File: src/rtl/pin_evt_pkg.sv
package pin_evt_pkg;
  localparam int MODE_LSB = 16;
  localparam int MODE_W   = 4;
  localparam int FLAG_BIT = 24;
  localparam int STATUS_OFFSET = 'hA0;

  typedef enum logic [MODE_W-1:0] {
    MODE_OFF      = 4'd0,
    MODE_DMA_RISE = 4'd1,
    MODE_DMA_FALL = 4'd2,
    MODE_DMA_ANY  = 4'd3,
    MODE_IRQ_LOW  = 4'd8,
    MODE_IRQ_RISE = 4'd9,
    MODE_IRQ_FALL = 4'd10,
    MODE_IRQ_ANY  = 4'd11,
    MODE_IRQ_HIGH = 4'd12
  } pin_mode_e;

  function automatic logic mode_is_dma(logic [MODE_W-1:0] m);
    return (m >= MODE_DMA_RISE) && (m <= MODE_DMA_ANY);
  endfunction

  function automatic logic mode_is_irq(logic [MODE_W-1:0] m);
    return (m >= MODE_IRQ_LOW) && (m <= MODE_IRQ_HIGH);
  endfunction
endpackage

File: src/rtl/pin_sync.sv
module pin_sync #(
  parameter int WIDTH  = 32,
  parameter int STAGES = 2
) (
  input  logic             clk_i,
  input  logic             rst_ni,
  input  logic [WIDTH-1:0] async_i,
  output logic [WIDTH-1:0] sync_o,
  output logic [WIDTH-1:0] prev_o
);
  logic [WIDTH-1:0] stage_q [STAGES];
  logic [WIDTH-1:0] prev_q;

  always_ff @(posedge clk_i or negedge rst_ni) begin
    if (!rst_ni) begin
      for (int s = 0; s < STAGES; s++) stage_q[s] <= '0;
      prev_q <= '0;
    end else begin
      stage_q[0] <= async_i;
      for (int s = 1; s < STAGES; s++) stage_q[s] <= stage_q[s-1];
      prev_q <= stage_q[STAGES-1];
    end
  end

  assign sync_o = stage_q[STAGES-1];
  assign prev_o = prev_q;
endmodule

File: src/rtl/pin_detect.sv
module pin_detect
  import pin_evt_pkg::*;
(
  input  logic              clk_i,
  input  logic              rst_ni,
  input  logic              mode_we_i,
  input  logic [MODE_W-1:0] mode_i,
  input  logic              clr_i,
  input  logic              pin_i,
  input  logic              pin_prev_i,
  output logic [MODE_W-1:0] mode_o,
  output logic              flag_o,
  output logic              irq_flag_o,
  output logic              dma_flag_o
);
  logic [MODE_W-1:0] mode_q;
  logic              flag_q;
  logic              ev;
  logic              rise, fall;

  assign rise = pin_i & ~pin_prev_i;
  assign fall = ~pin_i & pin_prev_i;

  always_comb begin
    unique case (mode_q)
      MODE_DMA_RISE, MODE_IRQ_RISE: ev = rise;
      MODE_DMA_FALL, MODE_IRQ_FALL: ev = fall;
      MODE_DMA_ANY,  MODE_IRQ_ANY:  ev = rise | fall;
      MODE_IRQ_LOW:                 ev = ~pin_i;
      MODE_IRQ_HIGH:                ev = pin_i;
      default:                      ev = 1'b0;
    endcase
  end

  always_ff @(posedge clk_i or negedge rst_ni) begin
    if (!rst_ni) begin
      mode_q <= '0;
      flag_q <= 1'b0;
    end else begin
      if (mode_we_i) mode_q <= mode_i;
      // new event beats a concurrent clear
      if (ev)         flag_q <= 1'b1;
      else if (clr_i) flag_q <= 1'b0;
    end
  end

  assign mode_o     = mode_q;
  assign flag_o     = flag_q;
  assign irq_flag_o = flag_q & mode_is_irq(mode_q);
  assign dma_flag_o = flag_q & mode_is_dma(mode_q);

  p_event_sets_r10: assert property (@(posedge clk_i) disable iff (!rst_ni)
    ev |=> flag_o);
  p_clear_r7: assert property (@(posedge clk_i) disable iff (!rst_ni)
    (clr_i && !ev) |=> !flag_o);
  p_off_quiet_r3: assert property (@(posedge clk_i) disable iff (!rst_ni)
    (!mode_is_irq(mode_o) && !mode_is_dma(mode_o) && !flag_o) |=> !flag_o);
endmodule

File: src/rtl/pin_event_port.sv
module pin_event_port
  import pin_evt_pkg::*;
#(
  parameter int NUM_PINS    = 32,
  parameter int ADDR_W      = 12,
  parameter int SYNC_STAGES = 2
) (
  input  logic                clk_i,
  input  logic                rst_ni,
  input  logic [NUM_PINS-1:0] pins_i,
  input  logic                req_i,
  input  logic                we_i,
  input  logic [ADDR_W-1:0]   addr_i,
  input  logic [31:0]         wdata_i,
  output logic [31:0]         rdata_o,
  output logic                irq_o,
  output logic                dma_req_o
);
  localparam int IDX_W    = (NUM_PINS > 1) ? $clog2(NUM_PINS) : 1;
  localparam int PCR_SPAN = NUM_PINS * 4;
  localparam logic [31:0] PCR_MASK = (32'(1) << FLAG_BIT) |
                                     (((32'(1) << MODE_W) - 1) << MODE_LSB);

  logic [NUM_PINS-1:0] pin_sync_w, pin_prev_w;
  logic [NUM_PINS-1:0] flags, irq_flags, dma_flags;
  logic [MODE_W-1:0]   modes [NUM_PINS];
  logic                pcr_hit, status_hit, wr, rd;
  logic [IDX_W-1:0]    idx;
  logic [31:0]         pcr_word, rdata_q;

  assign pcr_hit    = addr_i < ADDR_W'(PCR_SPAN);
  assign status_hit = addr_i == ADDR_W'(STATUS_OFFSET);
  assign idx        = addr_i[IDX_W+1:2];
  assign wr         = req_i & we_i;
  assign rd         = req_i & ~we_i;

  pin_sync #(.WIDTH(NUM_PINS), .STAGES(SYNC_STAGES)) sync_i (
    .clk_i  (clk_i),
    .rst_ni (rst_ni),
    .async_i(pins_i),
    .sync_o (pin_sync_w),
    .prev_o (pin_prev_w)
  );

  for (genvar i = 0; i < NUM_PINS; i++) begin : g_pin
    logic sel, clr;
    assign sel = wr & pcr_hit & (idx == IDX_W'(i));
    assign clr = (sel & wdata_i[FLAG_BIT]) | (wr & status_hit & wdata_i[i]);

    pin_detect det_i (
      .clk_i     (clk_i),
      .rst_ni    (rst_ni),
      .mode_we_i (sel),
      .mode_i    (wdata_i[MODE_LSB +: MODE_W]),
      .clr_i     (clr),
      .pin_i     (pin_sync_w[i]),
      .pin_prev_i(pin_prev_w[i]),
      .mode_o    (modes[i]),
      .flag_o    (flags[i]),
      .irq_flag_o(irq_flags[i]),
      .dma_flag_o(dma_flags[i])
    );
  end

  always_comb begin
    pcr_word = '0;
    pcr_word[MODE_LSB +: MODE_W] = modes[idx];
    pcr_word[FLAG_BIT]           = flags[idx];
  end

  always_ff @(posedge clk_i or negedge rst_ni) begin
    if (!rst_ni)          rdata_q <= '0;
    else if (rd) begin
      if (pcr_hit)         rdata_q <= pcr_word;
      else if (status_hit) rdata_q <= 32'(flags);
      else                 rdata_q <= '0;
    end
  end

  assign rdata_o   = rdata_q;
  assign irq_o     = |irq_flags;
  assign dma_req_o = |dma_flags;

  p_irq_src_r9: assert property (@(posedge clk_i) disable iff (!rst_ni)
    irq_o |-> (|flags));
  p_dma_src_r4: assert property (@(posedge clk_i) disable iff (!rst_ni)
    dma_req_o |-> (|flags));
  p_rd_unused_zero_r2: assert property (@(posedge clk_i) disable iff (!rst_ni)
    (rd && pcr_hit) |=> ((rdata_o & ~PCR_MASK) == 32'd0));
  p_status_match_r8: assert property (@(posedge clk_i) disable iff (!rst_ni)
    (rd && status_hit) |=> (rdata_o == 32'($past(flags))));
endmodule

File: config.mk
export PLATFORM = sky130hd
export DESIGN_NAME = pin_event_port
export DESIGN_NICKNAME = d
export VERILOG_FILES = /design/src/rtl/pin_evt_pkg.sv /design/src/rtl/pin_sync.sv /design/src/rtl/pin_detect.sv /design/src/rtl/pin_event_port.sv
export SDC_FILE = /design/constraint.sdc
export NUM_CORES = 1
export LEC_CHECK = 0
export BUFFER_PORTS_ARGS = -buffer_cell sky130_fd_sc_hd__buf_2
export CORE_MARGIN = 2
export CORE_UTILIZATION = 30
export CTS_CLUSTER_DIAMETER = 100
export DETAILED_ROUTE_END_ITERATION = 8
export SLEW_MARGIN = 20
export SYNTH_ARGS = -nofsm -noshare
export SYNTH_HDL_FRONTEND = slang
export SYNTH_SLANG_ARGS = --single-unit
File: constraint.sdc
create_clock -name clk_i -period 1.64 [get_ports clk_i]
set_clock_uncertainty 0.15 [all_clocks]
set_input_delay 0.082 -clock clk_i [delete_from_list [all_inputs] [get_ports clk_i]]
set_output_delay 0.082 -clock clk_i [all_outputs]
set_load 0.1 [all_outputs]
After elaboration in Yosys (flattened, before gate mapping)
Cells that the tools add are included.
{"block": "op_classes", "n_eq_ne": 288, "order_cmp": 131, "n_reduce_logical": 195, "n_mux": 103, "bitwise_logic": 358}
{"cell": "equality test 4 bit (second input constant)", "count": 160}
{"cell": "equality test 4 x 2 -> 1 bit (second input constant)", "count": 64}
{"cell": "AND 1 bit", "count": 228}
{"cell": "OR reduction 2 bit", "count": 96}
{"cell": "case mux 1 bit (5 select lines)", "count": 32}
{"cell": "equality test 4 x 1 -> 1 bit (second input constant)", "count": 32}
{"cell": ">= comparator 4 x 1 -> 1 bit (second input constant)", "count": 32}
{"cell": ">= comparator 4 bit (second input constant)", "count": 32}
{"cell": "less-or-equal comparator 4 x 2 -> 1 bit (second input constant)", "count": 32}
{"cell": "less-or-equal comparator 4 bit (second input constant)", "count": 32}
{"cell": "equality test 5 bit (second input constant)", "count": 16}
{"cell": "2-to-1 mux 1 bit", "count": 65}
{"cell": "inverter 1 bit", "count": 65}
{"cell": "logical AND 1 bit", "count": 64}
{"cell": "2-to-1 mux 32 bit", "count": 2}
{"cell": "bitwise OR 1 bit", "count": 64}
{"cell": "nonzero test 2 bit", "count": 32}
{"cell": "OR reduction 32 bit", "count": 2}
{"cell": "equality test 5 x 4 -> 1 bit (second input constant)", "count": 8}
{"cell": "binary-select mux 4 bit (select 5 bit)", "count": 1}
{"cell": "equality test 5 x 3 -> 1 bit (second input constant)", "count": 4}
{"cell": "equality test 12 x 8 -> 1 bit (second input constant)", "count": 1}
{"cell": "< comparator 12 x 8 -> 1 bit (second input constant)", "count": 1}
{"cell": "equality test 5 x 2 -> 1 bit (second input constant)", "count": 2}
{"cell": "7 further kinds", "count": 8}
{"block": "totals", "output_inout_bits": 34, "word_cells": 1143, "regBits": 288}

Depth between registers and ports, before layout
Gate-level depths: netlist of run 1.
{"block": "depth", "word_depth": 7, "ltp_mapped": 8, "ltp_nobuf": 7}

Cells and area by module
A second synthesis of run 1 with hierarchy kept.
{"block": "hier_totals", "hier_cells": 1344, "hier_area_um2": 15275.9}
{"module": "pin_detect at g_pin[0].det_i ...", "n_inst": 31, "seq_area_each_um2": 125.1, "cells_each": 27, "area_each_um2": 290.3}
{"module": "pin_event_port", "n_inst": 1, "seq_area_each_um2": 800.8, "cells_each": 352, "area_each_um2": 3338.2}
{"module": "pin_sync", "n_inst": 1, "seq_area_each_um2": 2402.3, "cells_each": 128, "area_each_um2": 2642.5}
{"module": "pin_detect at g_pin[9].det_i", "n_inst": 1, "seq_area_each_um2": 125.1, "cells_each": 27, "area_each_um2": 296.5}

Least setup slack after synthesis of run 1
No wires, ideal clock.
{"block": "synth_path", "kind": "input to register", "startpoint": "in addr_i[9]", "endpoint": "reg g_pin[29].det_i.mode_q[2]", "stages": 5, "setup_slack_ps": -461, "arrival_time_ps": 1824, "setup_time_ps": 127, "path_buffers": 0, "path_cell_list": "or4_4 > or4_4 > nor2_8 > nand2_4 > mux2_1"}
{"block": "synth_between", "elab_chain_len": 3}
{"element": "start, declared", "line_no": "pin_event_port.sv:13", "source": "input logic [ADDR_W-1:0] addr_i,"}
{"element": "< comparator 12 x 8 -> 1 bit", "line_no": "pin_event_port.sv:31", "source": "assign pcr_hit = addr_i < ADDR_W'(PCR_SPAN);"}
{"element": "AND 1 bit (2 in series)", "line_no": "pin_event_port.sv:47", "source": "assign sel = wr & pcr_hit & (idx == IDX_W'(i));"}
{"element": "end signal, assigned", "line_no": "pin_detect.sv:40", "source": "if (mode_we_i) mode_q <= mode_i;"}
{"element": "end, declared", "line_no": "pin_detect.sv:16", "source": "logic [MODE_W-1:0] mode_q;"}
Every way passes these cells.
A chain may end at the register's enable or synchronous reset.

Final worst setup path of run 1
{"block": "layout_path", "startpoint": "reg g_pin[14].det_i.mode_q[0]", "endpoint": "out dma_req_o"}
{"block": "layout_between", "elab_chain_len": 4}
{"element": "start, declared", "line_no": "pin_detect.sv:16"}
{"element": "start signal, assigned", "line_no": "pin_detect.sv:40"}
{"element": ">= comparator 4 x 1 -> 1 bit or less-or-equal comparator 4 x 2 -> 1 bit (tied branches)", "line_no": "pin_evt_pkg.sv:20", "source": "return (m >= MODE_DMA_RISE) && (m <= MODE_DMA_ANY);"}
{"element": "logical AND 1 bit *", "line_no": "pin_evt_pkg.sv:20"}
{"element": "AND 1 bit *", "line_no": "pin_detect.sv:50", "source": "assign dma_flag_o = flag_q & mode_is_dma(mode_q);"}
{"element": "OR reduction 32 bit *", "line_no": "pin_event_port.sv:82", "source": "assign dma_req_o = |dma_flags;"}
{"element": "end, declared", "line_no": "pin_event_port.sv:17", "source": "output logic dma_req_o"}
Mark *: on every way between the ends. The rest lies on a longest branch, timed or not.

==> results.json, run 1 <==
{
  "dpl-instance-area_um2": 18860,
  "run_status": "complete, but fails checks",
  "rsz0062_at_grt": "true",
  "min_path_cells": 4,
  "cts_buffer_depth": 3,
  "grt_pass1_wl_um": 74950,
  "hold_viol": 0,
  "cts_buffers": 35,
  "rr_endpoint": "rdata_o[19]",
  "synth_edf_count": 0,
  "fmax_mhz": 379.2,
  "clock_sinks": 288,
  "vias_per_cell": 4.995,
  "hold_class": "input port to register",
  "cpMaxStageDelayCell": "or4_4",
  "rows": 81,
  "die_area_um2": 51100,
  "core-area_um2": 48850,
  "yosysWarnings": 0,
  "vias": 12602,
  "crit_fanout": 2,
  "reg2reg_depth": 5,
  "max-slew-margin-rel": 0.4644,
  "syn_avg_cell_area_um2": 11.28,
  "area_delta_synth_final_pct": 46.53,
  "drcViolationCount": 0,
  "total_power_mw": 17.60,
  "cellLeakagePower_nw": 10.40,
  "htreeDepth": 2,
  "finalCritPeriodShare": 1.608,
  "worst_slack_ns": -0.9973,
  "finalMaxSlewViolations": 0,
  "hpwl_um": 36130,
  "r2r_start": "g_pin[14].det_i.mode_o[3]",
  "dieHeight_um": 226.1,
  "fill_cells": 4585,
  "detail-route-antenna-nets": 0,
  "synth-seq-area-share": 0.4872,
  "die_w_um": 226.1,
  "design_area_um2": 21670,
  "rrSetupSlack_ns": -0.30,
  "finalCriticalPeriod_ns": 2.637,
  "syn_nets": 1455,
  "firstDrtPassIters": 5,
  "overflow": 0,
  "grt_pass1_vias": 12775,
  "top_layer_used": "met4",
  "ir_worst_vdd_mv": 0.6946,
  "arrival_ns": 2.41,
  "ys_async_sr_fraction": 1.000,
  "multiInputGateArea_um2": 7701,
  "clockRootBuffer": "clkbuf_16",
  "crit_type": "register to output port",
  "drt-total-wl_um": 49010,
  "path_cells": "nor2_1 > nor4b_1 > buf_4 > a21oi_2 > nand4_1 > or4_4 > buf_12",
  "drt-met1-wl_um": 21110,
  "synth_ff_type": "dfrtp_1",
  "layoutNonFillerInstCount": 2523,
  "dr_wl_met3_um": 2726,
  "synth-seq-cells": 288,
  "hold_start": "addr_i[5]",
  "cp_data_required_time_ns": 1.41,
  "wire_per_inst_um": 19.42,
  "io_pins": 114,
  "grt_util_all_layers": 0.1926,
  "mostFrequentLayoutCell": "buf_4",
  "tritoncts": "yes",
  "drive_above_1_share": 0.4419,
  "start_util": 0.3028,
  "hold_end": "rdata_o[16]",
  "ys_types": 50,
  "grt_max_degree": 47,
  "final_cell_mix": "292 x buf_4, 285 x dfrtp_1, 103 x buf_2",
  "finalSetupViolCount": 97,
  "setup.worst_path.end_class": "output port",
  "clk_transition_reported_paths_ns": 0.06,
  "dpl.cell_count": 2354,
  "syn_area_um2": 14790,
  "violations": "setup timing",
  "place_ws_ns": -0.7013,
  "first_iter_violations": 869,
  "syn_inst": 1311,
  "fin_nets": 1976,
  "slowest_delay_ns": 0.58,
  "cellPowerDensity_nw_per_um2": 811.9,
  "worst-slew-pin-transition_ns": 0.7923,
  "antenna_found_initial": 1,
  "cap_violations": 0,
  "ff_latch_area_um2": 7211,
  "critPathLaunchType": "register",
  "routed-wl-met2_um": 22940,
  "port_buffers": 113,
  "clock_latency_ns": 0.55,
  "place_congestion": 0.9202
}
sequential cells by signal, indices dropped and copies added, names as in the netlist:
signal	count
g_pin.det_i.mode_o	128
sync_i.prev_o	32
rdata_o	32
sync_i.stage_q	32
g_pin.det_i.flag_o	32
sync_i.sync_o	32
cell type report:
class / count / area share
Multi-Input combinational cell: 877 / 0.3553
Sequential cell: 288 / 0.3327
Timing Repair Buffer: 532 / 0.2034
Clock buffer: 49 / 0.04757
Tap cell: 664 / 0.03833
Inverter: 98 / 0.01697
Clock inverter: 14 / 0.005657
Antenna cell: 1 / 0.0001155
through the flow:
stage          hold WS [ns]  TNS (ns)  utilization
6_report            0.02009    -8.792       0.4437
5_1_grt            0.008384    -11.10       0.4437
4_1_cts            0.001800    -6.408       0.4319
3_5_place_dp        -0.1325    -92.22       0.3862
3_3_place_gp        -0.1360    -90.49       0.3862
2_1_floorplan       -0.3636    -47.19            -
per-layer routing:
| layer | up-vias | GRT usage |
|---|---|---|
| li1 | 5749 | - |
| met1 | 6382 | 0.2488 |
| met2 | 351 | 0.3157 |
| met3 | 120 | 0.03630 |
| met4 | 0 | 0.08277 |
| met5 | - | 0 |
synthesized netlist by cell type (all sizes together) (2+ instances only):
library cell	count	share of area
nor4	10	0.0087
nor2	78	0.021
ha	64	0.054
nand2b	6	0.0025
mux2	142	0.11
nor3	22	0.011
buf	13	0.0041
nand3	90	0.030
dfrtp	288	0.49
a22o	27	0.016
or2	2	0.00085
nand4	12	0.0051
o21ai	64	0.022
a221oi	8	0.0047
o211ai	10	0.0051
a22oi	5	0.0025
a211oi	3	0.0015
xnor2	31	0.018
nor4b	18	0.011
a21oi	49	0.017
nor2b	10	0.0042
a2111oi	3	0.0018
o41ai	3	0.0018
clkbuf	35	0.0089
inv	98	0.025
mux2i	39	0.026
mux4	31	0.047
a31o	26	0.015
or4	5	0.0033
nand2	109	0.030
critical path, delay by kind of cell (launching register included):
| kind | cells | cell delay (ns) |
|---|---|---|
| buffers and inverters | 2 | 0.34 |
| AO/OA/AOI/OAI | 1 | 0.17 |
| AND/OR/NAND/NOR | 4 | 0.96 |
| flip-flops | 1 | 0.39 |
where the power goes:
part	switching (mW)	total (mW)	internal [mW]
clock	3.10	7.81	4.70
sequential	0.253	7.64	7.39
combinational	1.11	2.15	1.05
total	4.46	17.6	13.1
timing repair:
action                     4_1_cts  5_1_grt
buffers inserted                13       37
hold buffers                    65        1
resized for setup               78       89
pin swaps                       40       47
cloned                           0        0
setup endpoints to repair       99      131
hold endpoints to repair       358        1
cell families (layout without fill, tap and decap cells):
kind of cell	count (synthesis)	after routing	share of synthesized area
compound gates	201	201	0.08899
flops	288	288	0.4872
buf+inv	146	693	0.03781
fa+ha+maj	64	64	0.05414
xor+xnor	32	32	0.01895
other cells	0	1	0
simple gates	368	368	0.1312
mux	212	212	0.1817
worst max path at each step:
stage                               from                         to  slack [ns]
2_1_floorplan                  addr_i[9]  g_pin[29].det_i.mode_o[2]       -0.45
3_3_place_gp                   addr_i[9]  g_pin[29].det_i.mode_o[2]       -0.68
3_5_place_dp                   addr_i[9]  g_pin[29].det_i.mode_o[2]       -0.70
4_1_cts         g_pin[3].det_i.mode_o[1]                  dma_req_o       -1.02
5_1_grt         g_pin[7].det_i.mode_o[0]                  dma_req_o       -1.07
6_report       g_pin[14].det_i.mode_o[0]                  dma_req_o        -1.0
(Power assumes the default switching activity.)
==> run 2, diff against run 1 <==
--- a/config.mk
+++ b/config.mk
@@ -10,6 +10,7 @@
 export CORE_UTILIZATION = 30
 export CTS_CLUSTER_DIAMETER = 100
 export DETAILED_ROUTE_END_ITERATION = 8
+export MAX_ROUTING_LAYER = met4
 export SLEW_MARGIN = 20
 export SYNTH_ARGS = -nofsm -noshare
 export SYNTH_HDL_FRONTEND = slang
==> results.json, run 2 (synthesis results as in run 1) <==
{
  "critPathLaunchType": "register",
  "dieHeight_um": 226.1,
  "worst_slack_ns": -1.026,
  "place_congestion": 0.9484,
  "clk_transition_reported_paths_ns": 0.06,
  "start_util": 0.3028,
  "p_int_mw": 13.46,
  "run_status": "complete, but fails checks",
  "largest_reg_flops": 128,
  "reg2reg_depth": 5,
  "r2r_start": "g_pin[14].det_i.mode_o[3]",
  "cellPowerDensity_nw_per_um2": 832.3,
  "drive_above_1_share": 0.4262,
  "path_cells": "nor2_2 > nor4b_1 > nor4_1 > buf_4 > nand4_1 > or4_4 > buf_12",
  "die_area_um2": 51100,
  "worst-slew-pin-transition_ns": 0.7404,
  "final_cell_mix": "288 x dfrtp_1, 288 x buf_4, 104 x buf_2",
  "switchingPower_mw": 4.487,
  "p_seq_frac": 0.426,
  "hold_class": "input port to register",
  "sw_frac_of_total": 0.2500,
  "grt_max_degree": 53,
  "path_delay_family": "simple AND/OR/NAND/NOR gates",
  "cap_violations": 0,
  "layoutNonFillerInstCount": 2507,
  "vias": 12269,
  "tritoncts": "yes",
  "fin_nets": 1960,
  "finalSetupViolCount": 106,
  "drcViolationCount": 0,
  "crit_fanout": 2,
  "finalCritPeriodShare": 1.625,
  "hpwl_um": 36350,
  "arrival_ns": 2.43,
  "rows": 81,
  "htreeDepth": 2,
  "vias_per_cell": 4.894,
  "setup.worst_path.end_class": "output port",
  "grt_pass1_vias": 12833,
  "rr_endpoint": "rdata_o[19]",
  "total_power_mw": 17.95,
  "firstDrtPassIters": 5,
  "hold_ws_ns": 0.02470,
  "detail-route-antenna-nets": 0,
  "slowest_delay_ns": 0.48,
  "drt-total-wl_um": 49180,
  "finalMaxSlewViolations": 0,
  "overflow": 0,
  "cp_data_required_time_ns": 1.41,
  "cts_buffer_depth": 3,
  "die_w_um": 226.1,
  "hold_start": "pins_i[14]",
  "clock_latency_ns": 0.55,
  "violations": "setup timing",
  "place_ws_ns": -0.7335,
  "cellLeakagePower_nw": 10.24,
  "port_buffers": 113,
  "ir_worst_vdd_mv": 0.4696,
  "hold_end": "sync_i.stage_q[46]",
  "max-slew-margin-rel": 0.4995,
  "first_iter_violations": 853,
  "critPathBufInv": 2,
  "fmax_mhz": 375.2,
  "rsz0062_at_grt": "true",
  "finalCriticalPeriod_ns": 2.666,
  "clockRootBuffer": "clkbuf_16",
  "dpl.cell_count": 2358,
  "crit_type": "register to output port",
  "cpMaxStageDelayCell": "or4_4",
  "io_pins": 114,
  "hold_viol": 0,
  "clock_sinks": 288,
  "area_delta_synth_final_pct": 45.80,
  "tns_ns": -8.000,
  "power_frac_comb": 0.119,
  "grt_util_all_layers": 0.1996,
  "wire_per_inst_um": 19.62,
  "cts_buffers": 34,
  "core-area_um2": 48850,
  "rrSetupSlack_ns": -0.30,
  "antenna_found_initial": 1,
  "grt_pass1_wl_um": 75180,
  "clock_power_share": 0.455,
  "min_path_cells": 2
}
==> run 2: cell count changes in the layout (fill, tap and decap cells not counted), moves of 6 or more <==
cell      delta
o21ai_1      -7
nand3_1      +6
nand2_8      +6
clkinv_2     -6
o21ai_0      +9
nand2_4      -6
buf_6       -18
nand3_2      -7
==> run 2: stage by stage <==
step           area [um^2]  utilization
3_3_place_gp         18880       0.3865
3_5_place_dp         18880       0.3865
2_1_floorplan        15060            -
5_1_grt              21570       0.4415
4_1_cts              21130       0.4325
6_report             21570       0.4415
==> run 2: what timing repair did <==
item / 4_1_cts / 5_1_grt
pin swaps: 36 / 21
cloned: 0 / 2
resized for setup: 64 / 63
endpoints found under the setup margin: 99 / 148
endpoints found under the hold margin: 386 / 0
setup buffers: 7 / 9
hold buffers: 70 / 0
==> run 2: layer usage <==
| metal | vias up | global-route usage | wire [um] |
|---|---|---|---|
| li1 | 5735 | - | - |
| met1 | 6129 | 0.2534 | 21450 |
| met2 | 324 | 0.3238 | 23530 |
| met3 | 81 | 0.03292 | 2495 |
| met4 | 0 | 0.06834 | 1704 |
| met5 | - | - | 0 |
==> run 2: final cells by class <==
class | instances | area (um^2)
antenna | 1 | 2.502
clock buffer | 51 | 1079
clock inverter | 11 | 138.9
fill | 4541 | 27280
inverter | 98 | 367.9
multi-input combinational | 877 | 7660
sequential | 288 | 7207
tap | 664 | 830.8
timing repair buffer | 517 | 4280
==> run 2: worst max-delay path by stage <==
stage | from | to | slack [ns] | cells past startpoint
after floorplan | addr_i[9] | g_pin[29].det_i.mode_o[2] | -0.45 | 5
after global placement | addr_i[9] | g_pin[29].det_i.mode_o[2] | -0.69 | 6
after detailed placement | addr_i[9] | g_pin[29].det_i.mode_o[2] | -0.73 | 6
after CTS | g_pin[3].det_i.mode_o[1] | dma_req_o | -1.08 | 7
after global routing | g_pin[6].det_i.mode_o[1] | dma_req_o | -1.08 | 7
final | g_pin[6].det_i.mode_o[1] | dma_req_o | -1.03 | 7
==> run 2: power groups by stage <==
stage                     clock network [mW]  registers [mW]  logic [mW]
after detailed placement                   0            7.76        1.93
after CTS                               8.40            7.63        2.12
after global placement                     0            7.75        1.89
final                                   8.17            7.64        2.14
after floorplan                            0            7.73       0.789
after global routing                    8.70            7.67        2.31
==> run 3, diff against run 2 <==
--- a/config.mk
+++ b/config.mk
@@ -10,6 +10,7 @@
 export CORE_UTILIZATION = 30
 export CTS_CLUSTER_DIAMETER = 100
 export DETAILED_ROUTE_END_ITERATION = 8
+export GPL_TIMING_DRIVEN = 0
 export MAX_ROUTING_LAYER = met4
 export SLEW_MARGIN = 20
 export SYNTH_ARGS = -nofsm -noshare
==> results.json, run 3 (synthesis results as in run 1) <==
{
  "cap_violations": 0,
  "die_w_um": 226.1,
  "hold_ws_ns": -0.03077,
  "crit_fanout": 5,
  "grt_pass1_wl_um": 74010,
  "grt_max_degree": 94,
  "total_power_mw": 17.99,
  "tritoncts": "yes",
  "cts_buffer_depth": 3,
  "worst-slew-pin-transition_ns": 1.095,
  "dpl-instance-area_um2": 16550,
  "vias_per_cell": 5.123,
  "cpMaxStageDelayCell": "nor4b_1",
  "hold_buffers": 75,
  "rows": 81,
  "place_congestion": 0.9319,
  "final_cell_mix": "208 x dfrtp_1, 104 x buf_2, 98 x inv_1, 98 x mux2_2, 90 x nand2_1",
  "hold_viol": 2,
  "hold_start": "addr_i[8]",
  "cp-startpoint": "g_pin[14].det_i.mode_o[3]",
  "cp_data_required_time_ns": 1.41,
  "vias": 11722,
  "cellPowerDensity_nw_per_um2": 904.4,
  "crit_type": "register to output port",
  "port_buffers": 111,
  "path_cells": "nor4b_1 > a21oi_1 > nand4_1 > or4_4 > buf_12",
  "cellLeakagePower_nw": 8.912,
  "hold_class": "input port to register",
  "ff_latch_area_um2": 7307,
  "r2r_start": "g_pin[2].det_i.flag_o",
  "io_pins": 114,
  "clock_latency_ns": 0.55,
  "finalCriticalPeriod_ns": 2.635,
  "clk_transition_reported_paths_ns": 0.06,
  "hpwl_um": 35970,
  "die_area_um2": 51100,
  "area_delta_synth_final_pct": 34.47,
  "drcViolationCount": 0,
  "antenna_found_initial": 0,
  "switchingPower_mw": 4.530,
  "detail-route-antenna-nets": 0,
  "power_frac_comb": 0.092,
  "worst_slack_ns": -0.9949,
  "grt_pass1_vias": 11619,
  "first_iter_violations": 894,
  "place_ws_ns": -1.115,
  "layoutNonFillerInstCount": 2288,
  "fill_cells": 4751,
  "dieHeight_um": 226.1,
  "fin_nets": 1743,
  "hold_end": "rdata_o[17]",
  "wire_per_inst_um": 21.98,
  "ir_worst_vdd_mv": 0.4992,
  "clock_power_share": 0.474,
  "start_util": 0.3028,
  "critPathLaunchType": "register",
  "min_path_cells": 6,
  "fmax_mhz": 379.5,
  "run_status": "complete, but fails checks",
  "multiInputGateArea_um2": 7722,
  "sw_frac_of_total": 0.2518,
  "grt_util_all_layers": 0.2020,
  "mostFrequentLayoutCell": "dfrtp_1",
  "reg2reg_depth": 6,
  "arrival_ns": 2.40,
  "firstDrtPassIters": 5,
  "drive_above_1_share": 0.3990,
  "max-slew-margin-rel": 0.2698,
  "rr_endpoint": "rdata_o[24]",
  "core-area_um2": 48850,
  "finalMaxSlewViolations": 0,
  "rrSetupSlack_ns": -0.19,
  "rsz0062_at_grt": "true",
  "slowest_delay_ns": 0.72,
  "design_area_um2": 19890,
  "dpl.cell_count": 2089,
  "p_seq_frac": 0.433,
  "largest_reg_flops": 128,
  "overflow": 0,
  "finalCritPeriodShare": 1.607,
  "clockRootBuffer": "clkbuf_16",
  "clock_sinks": 288,
  "htreeDepth": 2,
  "drt-total-wl_um": 50290,
  "finalSetupViolCount": 64,
  "diodes": 0,
  "violations": "hold timing, setup timing",
  "cts_buffers": 37,
  "setup.worst_path.end_class": "output port",
  "p_int_mw": 13.46
}
## run 3: cell count changes in the layout (fill, tap and decap cells not counted), sizes merged, moves of 2 or more
cell and delta:
dlygate4sd3 +5, clkbuf +31, clkinv +4, buf -261
clkinvlp -2, bufinv +3
## run 3: repair_timing
action	4_1_cts	5_1_grt
pin swaps	38	39
endpoints found under the hold margin	388	1
cloned	0	2
setup endpoints to repair	181	221
resized for setup	148	105
buffers inserted	39	23
## run 3: metrics by stage
step,TNS [ns],utilization,hold slack (ns)
2_1_floorplan,-47.19,-,-0.3636
3_3_place_gp,-1695.39,0.3367,0.04325
3_5_place_dp,-134.91,0.3387,-0.1358
4_1_cts,-5.234,0.3969,-0.01675
5_1_grt,-6.627,0.4072,0.005288
6_report,-5.277,0.4072,-0.03077
## run 3: critical path, delay by kind of cell (launching register included)
kind,cells,cell delay (ns)
buffers and inverters,1,0.17
DFF,1,0.45
and+or+nand+nor,3,1.04
AOI/OAI and AO/OA,1,0.19
## run 3: worst max-delay path by stage
stage	endpoint	slack, ns	cells past startpoint
finish	dma_req_o	-0.99	5
global route	dma_req_o	-1.07	6
CTS	dma_req_o	-0.99	6
detailed placement	rdata_o[15]	-1.11	7
global placement	sync_i.sync_o[2]	-5.43	1
floorplan	g_pin[29].det_i.mode_o[2]	-0.45	5
## run 3: cell type report
cell class,count,area share
Clock inverter,17,0.01220
Inverter,98,0.01849
Timing Repair Buffer,249,0.1066
Clock buffer,47,0.05095
Buffer,48,0.01441
Multi-Input combinational cell,877,0.3883
Sequential cell,288,0.3674
Tap cell,664,0.04177
## run 3: layer usage
metal  up-vias  track usage  wire (um)
li1       5298            -          -
met1      5911       0.2587      21770
met2       384       0.3079      23180
met3       129      0.04658       3087
met4         0      0.08425       2251
met5         -            -          0
## run 3: power groups by stage
stage | sequential (mW) | clock, mW | combinational [mW]
finish | 7.80 | 8.53 | 1.66
global route | 7.83 | 9.05 | 1.80
CTS | 7.79 | 8.76 | 1.62
floorplan | 7.73 | 0 | 0.789
detailed placement | 7.91 | 0 | 1.37
global placement | 7.90 | 0 | 1.32
